===== src/rtl/fe_pkg.sv =====
package fe_pkg;

    typedef enum logic [1:0] {
        ACC_NONE  = 2'd0,
        ACC_PLAIN = 2'd1,
        ACC_SYNC  = 2'd2
    } acc_kind_e;

    function automatic acc_kind_e classify(input logic valid, input logic sync);
        if (!valid)     return ACC_NONE;
        else if (sync)  return ACC_SYNC;
        else            return ACC_PLAIN;
    endfunction

    // Whether an access may complete given the word's current tag (1 = full).
    function automatic logic may_proceed(input acc_kind_e kind,
                                         input logic tag_full,
                                         input logic is_write);
        case (kind)
            ACC_PLAIN: return 1'b1;
            ACC_SYNC:  return is_write ? !tag_full : tag_full;
            default:   return 1'b0;
        endcase
    endfunction

endpackage


===== src/rtl/fe_access_gate.sv =====
module fe_access_gate
    import fe_pkg::*;
#(
    parameter bit IS_WRITE = 1'b1
) (
    input  logic rst,
    input  logic valid,
    input  logic sync,
    input  logic tag_full,
    output logic ready,
    output logic tag_flip
);
    acc_kind_e kind;

    always_comb begin
        kind     = classify(valid, sync);
        ready    = !rst && may_proceed(kind, tag_full, IS_WRITE);
        tag_flip = ready && (kind == ACC_SYNC);
    end

endmodule


===== src/rtl/fe_tag_array.sv =====
module fe_tag_array #(
    parameter int ADDR_W = 4,
    parameter int DEPTH  = 16
) (
    input  logic              clk,
    input  logic              rst,
    input  logic [ADDR_W-1:0] look_a,
    input  logic [ADDR_W-1:0] look_b,
    output logic              full_a,
    output logic              full_b,
    input  logic              set_en,
    input  logic [ADDR_W-1:0] set_addr,
    input  logic              clr_en,
    input  logic [ADDR_W-1:0] clr_addr
);
    logic [DEPTH-1:0] tag_q;

    for (genvar i = 0; i < DEPTH; i++) begin : g_tag
        always_ff @(posedge clk) begin
            if (rst)
                tag_q[i] <= 1'b0;
            else if (set_en && set_addr == ADDR_W'(i))
                tag_q[i] <= 1'b1;
            else if (clr_en && clr_addr == ADDR_W'(i))
                tag_q[i] <= 1'b0;
        end
    end

    assign full_a = tag_q[look_a];
    assign full_b = tag_q[look_b];

    AST_SET_ONLY_EMPTY: assert property (@(posedge clk) disable iff (rst)
        set_en |-> !tag_q[set_addr]);
    AST_CLR_ONLY_FULL: assert property (@(posedge clk) disable iff (rst)
        clr_en |-> tag_q[clr_addr]);
    AST_SET_CLR_DISJOINT: assert property (@(posedge clk) disable iff (rst)
        !(set_en && clr_en && set_addr == clr_addr));
    AST_SET_TAKES: assert property (@(posedge clk) disable iff (rst)
        set_en |=> tag_q[$past(set_addr)]);

endmodule


===== src/rtl/fe_word_store.sv =====
module fe_word_store #(
    parameter int ADDR_W = 4,
    parameter int DATA_W = 16,
    parameter int DEPTH  = 16
) (
    input  logic              clk,
    input  logic              rst,
    input  logic              we,
    input  logic [ADDR_W-1:0] waddr,
    input  logic [DATA_W-1:0] wdata,
    input  logic              re,
    input  logic [ADDR_W-1:0] raddr,
    output logic              rvalid,
    output logic [DATA_W-1:0] rdata
);
    logic [DATA_W-1:0] mem_q [DEPTH];

    for (genvar i = 0; i < DEPTH; i++) begin : g_word
        always_ff @(posedge clk) begin
            if (rst)
                mem_q[i] <= '0;
            else if (we && waddr == ADDR_W'(i))
                mem_q[i] <= wdata;
        end
    end

    always_ff @(posedge clk) begin
        if (rst) begin
            rvalid <= 1'b0;
            rdata  <= '0;
        end else begin
            rvalid <= re;
            if (re)
                rdata <= mem_q[raddr];
        end
    end

endmodule


===== src/rtl/fe_tagged_mem.sv =====
module fe_tagged_mem #(
    parameter int ADDR_W = 4,
    parameter int DATA_W = 16
) (
    input  logic              clk,
    input  logic              rst,
    input  logic              p_valid,
    input  logic              p_sync,
    input  logic [ADDR_W-1:0] p_addr,
    input  logic [DATA_W-1:0] p_wdata,
    output logic              p_ready,
    input  logic              c_valid,
    input  logic              c_sync,
    input  logic [ADDR_W-1:0] c_addr,
    output logic              c_ready,
    output logic              c_rvalid,
    output logic [DATA_W-1:0] c_rdata
);
    localparam int DEPTH = 1 << ADDR_W;

    logic p_full, c_full;
    logic p_set, c_clr;

    fe_tag_array #(.ADDR_W(ADDR_W), .DEPTH(DEPTH)) u_tags (
        .clk      (clk),
        .rst      (rst),
        .look_a   (p_addr),
        .look_b   (c_addr),
        .full_a   (p_full),
        .full_b   (c_full),
        .set_en   (p_set),
        .set_addr (p_addr),
        .clr_en   (c_clr),
        .clr_addr (c_addr)
    );

    fe_access_gate #(.IS_WRITE(1'b1)) u_prod_gate (
        .rst      (rst),
        .valid    (p_valid),
        .sync     (p_sync),
        .tag_full (p_full),
        .ready    (p_ready),
        .tag_flip (p_set)
    );

    fe_access_gate #(.IS_WRITE(1'b0)) u_cons_gate (
        .rst      (rst),
        .valid    (c_valid),
        .sync     (c_sync),
        .tag_full (c_full),
        .ready    (c_ready),
        .tag_flip (c_clr)
    );

    fe_word_store #(.ADDR_W(ADDR_W), .DATA_W(DATA_W), .DEPTH(DEPTH)) u_store (
        .clk    (clk),
        .rst    (rst),
        .we     (p_ready),
        .waddr  (p_addr),
        .wdata  (p_wdata),
        .re     (c_ready),
        .raddr  (c_addr),
        .rvalid (c_rvalid),
        .rdata  (c_rdata)
    );

    AST_PREADY_NEEDS_VALID: assert property (@(posedge clk) disable iff (rst)
        p_ready |-> p_valid);
    AST_CREADY_NEEDS_VALID: assert property (@(posedge clk) disable iff (rst)
        c_ready |-> c_valid);
    AST_RVALID_AFTER_ACCEPT: assert property (@(posedge clk) disable iff (rst)
        c_ready |=> c_rvalid);
    AST_NO_RVALID_ON_REFUSE: assert property (@(posedge clk) disable iff (rst)
        !c_ready |=> !c_rvalid);
    AST_SYNC_PAIR_EXCLUSIVE: assert property (@(posedge clk) disable iff (rst)
        !(p_ready && p_sync && c_ready && c_sync && p_addr == c_addr));
    AST_PLAIN_ALWAYS_OK: assert property (@(posedge clk) disable iff (rst)
        (p_valid && !p_sync) |-> p_ready);

endmodule


===== config.mk =====
export PLATFORM = sky130hd
export DESIGN_NAME = fe_tagged_mem
export DESIGN_NICKNAME = d
export VERILOG_FILES = /design/src/rtl/fe_pkg.sv /design/src/rtl/fe_access_gate.sv /design/src/rtl/fe_tag_array.sv /design/src/rtl/fe_word_store.sv /design/src/rtl/fe_tagged_mem.sv
export SDC_FILE = /design/constraint.sdc
export NUM_CORES = 1
export LEC_CHECK = 0
export BUFFER_PORTS_ARGS = -buffer_cell sky130_fd_sc_hd__buf_2
export CAP_MARGIN = 20
export CELL_PAD_IN_SITES_DETAIL_PLACEMENT = 1
export CELL_PAD_IN_SITES_GLOBAL_PLACEMENT = 1
export CORE_ASPECT_RATIO = 0.5
export CORE_MARGIN = 1.5
export CORE_UTILIZATION = 45
export CTS_BUF_LIST = sky130_fd_sc_hd__clkbuf_8
export DETAILED_ROUTE_END_ITERATION = 12
export PLACE_DENSITY = 0.72
export SLEW_MARGIN = 30
export SYNTH_ARGS = -nofsm -noshare
export SYNTH_HDL_FRONTEND = slang
export SYNTH_SLANG_ARGS = --single-unit

===== constraint.sdc =====
create_clock -name clk -period 2.8 [get_ports clk]
set_input_delay 0.56 -clock clk [delete_from_list [all_inputs] [get_ports clk]]
set_output_delay 0.56 -clock clk [all_outputs]
set_load 0.05 [all_outputs]

==> results.md <==
Outcome:
- The run finished with clean final reports.

Place:
- At the end of routability-driven placement, the weighted congestion stood at 0.8500.
- During placement, the flow inserted port buffers numbering 48.
- The cell area after placement is 13960 um2.
- The total half-perimeter wirelength after legalization and detailed placement is 24.58 mm.

Layout:
- The area of the multi-input gates is 4120 um2.
- The area growth from synthesis to layout is 15.35%.
- The share of layout cells above drive strength 1 is 0.2749.
- Registers take 8351 um2.
- After the last flow step, the layout net total stands at 1060.
- The total inserted antenna cells is 0.
- Counting the fill cells in the layout gives 2808.
- Leaving out fill and tap cells, the most frequent cells in the layout are sky130_fd_sc_hd__nor2_1 (272), sky130_fd_sc_hd__edfxtp_1 (256), sky130_fd_sc_hd__buf_4 (78).
- The final instance area is 14720 um2.
- The most common library cell in the layout ignoring fill and taps is sky130_fd_sc_hd__nor2_1.

Setup path:
- The startpoint of the most critical setup path is u_tags.tag_q[1].
- Of all nets on the critical path, the largest fanout is 3.
- The required arrival time at the worst endpoint is 2.24 ns.
- The class of the most critical setup path is reg -> out.
- The startpoint identified for the worst register-to-register timing path is u_tags.tag_q[1].
- The arrival time of data at the critical path endpoint is 2.19 ns.
- STA classifies the critical path startpoint as a register.
- The critical path capture point type is a primary output.

Clock tree:
- TritonCTS built the clock tree.
- The clock insertion delay at the later pin of the skew report is 0.57 ns.
- Clock tree synthesis inserted a total of 44 buffers.
- The clock-pin slew on the worst setup and hold paths is 0.07 ns.
- Counting along the longest clock path gives a buffer depth of 3.
- The number of buffers added to fix hold violations after cts is 0.
- The count of H-tree levels built during CTS is 2.
- The clock root buffer master is sky130_fd_sc_hd__clkbuf_8.
- The number of buffers inserted by post-CTS setup repair is 0.
- The clock sink count is 289.

Drt:
- The average detailed-routed wire length per instance is 24.70 um.
- The number of nets still failing antenna checks after routing is 0.
- After detailed routing, the number of vias per cell comes to 5.775.
- The number of detailed-route iterations in the first pass is 4.
- The number of design rule violations left after detail routing is 0.
- For this block, the via count after detailed routing is 8298.
- The number of DRC violations after detailed-routing iteration 0 is 742.
- For this block, the routed nets add up to 35.50 mm of wire.

Floorplanning:
- The I/O pin count is 49.
- The initial utilization of the core area, before any placement, comes to 0.4596.
- The floorplan step defined a die boundary enclosing 29430 um2.
- From bottom edge to top edge, the die measures 122.1 um.
- In this run the horizontal extent of the chip is 241.1 um.
- The core region is 27760 um2.
- The floorplan has 43 rows.

Timing:
- The worst hold slack after final layout is 0.5363 ns.
- Setup violations remaining at the end of the flow were counted as 0.
- For the pin with the worst max-slew slack, the measured transition is 0.7660 ns.
- The period utilization is 0.9823.
- The hold violation total from the final report is 0.
- The remaining max-slew budget at the tightest pin is 0.4881.
- The final clock skew is 0.02220 ns.
- The final max-slew violation count is 0.
- Setup repair after global routing could not meet its margin everywhere.
- The final period demand of the worst path is 2.750 ns.
- The upper clock frequency limit is 0.3636 GHz.

Synth:
- The cell accounting for the most synthesized area is sky130_fd_sc_hd__edfxtp_1.
- By area the synthesized netlist is led by sky130_fd_sc_hd__edfxtp_1 (60%), sky130_fd_sc_hd__mux4_2 (12%), sky130_fd_sc_hd__nor2_1 (8.0%), sky130_fd_sc_hd__dfxtp_1 (5.2%), sky130_fd_sc_hd__a22oi_1 (1.9%).
- Of the post-synthesis cell area, the dominant cell type holds 0.6025.
- The net count of the mapped netlist is 956.
- A synthesized cell averages 13.78 um2.
- Counting flops and latches in the post-synthesis netlist gives 289.
- The count of warnings emitted by yosys is 0.
- The netlist area before placement is 12760 um2.
- The number of instances in the synthesized netlist is 926.
- The share of the Yosys chip area taken by registers is 0.6543.
- The number of different library cells used by synthesis comes to 37.

Power:
- Dividing total power by cell area gives a power density of 619.9 nW/um2.
- The leakage dissipation is 4.997 nW.
- The worst-case IR drop observed on VDD is 289.8 uV.

Global routing:
- The first global-routing pass estimated 54.25 mm of wire.
- The remaining global-route overflow is 0.
- The via count of the first global-routing pass is 8811.
- For this run, the total global-route usage over all layers was measured as 0.2532.
- The initial antenna violation count came to 0.
- Entering global routing, the biggest net connects 69 pins.

Flow run:
- The reported max-cap violation count is 0.

Min path:
- The class of the tightest hold or removal check is reg -> reg.
- The worst hold path begins at u_tags.tag_q[1].
[synthesized netlist by cell type]
cell,count
sky130_fd_sc_hd__buf_2,12
sky130_fd_sc_hd__clkbuf_1,52
sky130_fd_sc_hd__nor3_1,2
sky130_fd_sc_hd__dfxtp_1,33
sky130_fd_sc_hd__a311oi_1,2
sky130_fd_sc_hd__buf_1,5
sky130_fd_sc_hd__nand3_1,7
sky130_fd_sc_hd__buf_6,2
sky130_fd_sc_hd__nand2_1,33
sky130_fd_sc_hd__nor2b_1,20
sky130_fd_sc_hd__nand2b_1,4
sky130_fd_sc_hd__mux2_2,8
sky130_fd_sc_hd__or4_1,2
sky130_fd_sc_hd__and2_1,1
sky130_fd_sc_hd__a31oi_1,2
sky130_fd_sc_hd__o21bai_1,16
sky130_fd_sc_hd__o221a_2,1
sky130_fd_sc_hd__mux4_1,4
sky130_fd_sc_hd__nand3b_1,6
sky130_fd_sc_hd__a22oi_1,33
sky130_fd_sc_hd__inv_1,5
sky130_fd_sc_hd__clkinv_1,1
sky130_fd_sc_hd__or3_1,1
sky130_fd_sc_hd__or2_2,1
sky130_fd_sc_hd__a21oi_2,4
sky130_fd_sc_hd__buf_4,3
sky130_fd_sc_hd__mux2i_1,2
sky130_fd_sc_hd__nor4_1,1
sky130_fd_sc_hd__a21oi_1,31
sky130_fd_sc_hd__a21o_1,2
sky130_fd_sc_hd__a21boi_0,1
sky130_fd_sc_hd__mux4_2,68
sky130_fd_sc_hd__mux2_1,8
sky130_fd_sc_hd__nor2_1,273
sky130_fd_sc_hd__a31o_2,1
sky130_fd_sc_hd__a211oi_1,23
sky130_fd_sc_hd__edfxtp_1,256
[repair_timing]
item / 4_1_cts / 5_1_grt
gates resized for setup: 8 / 0
pin swaps: 1 / 0
setup endpoints to repair: 1 / 1
[cells by family (layout without fill, tap and decap cells)]
| logic type | after synthesis | count (layout) | share of synthesized area |
|---|---|---|---|
| multiplexers | 90 | 90 | 0.1440 |
| flip-flops | 289 | 289 | 0.6543 |
| buffers and inverters | 80 | 209 | 0.02677 |
| AO/OA/AOI/OAI | 116 | 116 | 0.06296 |
| AND/OR/NAND/NOR | 351 | 351 | 0.1120 |
[power breakdown]
part	leakage, nW	internal (mW)	switching, mW
sequential	2.76	4.91	0.0738
combinational	1.79	0.356	0.563
clock	0.444	1.60	1.62
total	5.00	6.87	2.26
[worst max-delay path: stages, from the launching register on]
cell                       delay, ns
sky130_fd_sc_hd__dfxtp_1        0.34
sky130_fd_sc_hd__mux4_2         0.49
sky130_fd_sc_hd__mux4_2         0.48
sky130_fd_sc_hd__a21boi_2       0.15
sky130_fd_sc_hd__buf_6          0.17
[per-layer routing]
layer | vias to the layer above | track usage | wire length, um
li1 | 3644 | - | -
met1 | 4303 | 0.3667 | 15980
met2 | 297 | 0.3863 | 16170
met3 | 54 | 0.06118 | 2801
met4 | 0 | 0.06250 | 547
met5 | - | 0 | 0
[metrics by stage]
| step | power (mW) | util | instances | worst slack (ns) | setup TNS [ns] |
|---|---|---|---|---|---|
| floorplan | 5.600 | - | 926 | -0.04261 | -0.04261 |
| global placement | 5.951 | 0.5028 | 1366 | -0.01095 | -0.01095 |
| detailed placement | 5.994 | 0.5028 | 1366 | -0.04719 | -0.04719 |
| CTS | 9.174 | 0.5301 | 1437 | 0.008695 | 0 |
| global route | 9.421 | 0.5301 | 1437 | -0.03448 | -0.03448 |
| finish | 9.122 | 0.5301 | 1437 | 0.04955 | 0 |
[state kept, by name (all words and copies together) (netlist names)]
register	cells
u_tags.tag_q	16
u_store.rvalid	1
u_store.mem_q	256
u_store.rdata	16
[area by class of cell]
cell class              instances  share of cell area
flip-flops and latches        289              0.5674
multi-input cells             557              0.2800
repair buffers                132             0.06674
clock buffers                  46             0.04302
well taps                     382             0.03248
clock inverters                25            0.008842
inverters                       6            0.001530
[worst paths after layout]
path	to	cells past startpoint	slack [ns]
worst max register to register	u_store.mem_q[2][6]	7	0.48
worst min register to register	u_tags.tag_q[1]	2	0.54
worst min-delay path	u_tags.tag_q[1]	2	0.54
worst max-delay path	p_ready	4	0.05
Note: power is estimated with default switching activity, not from simulation.
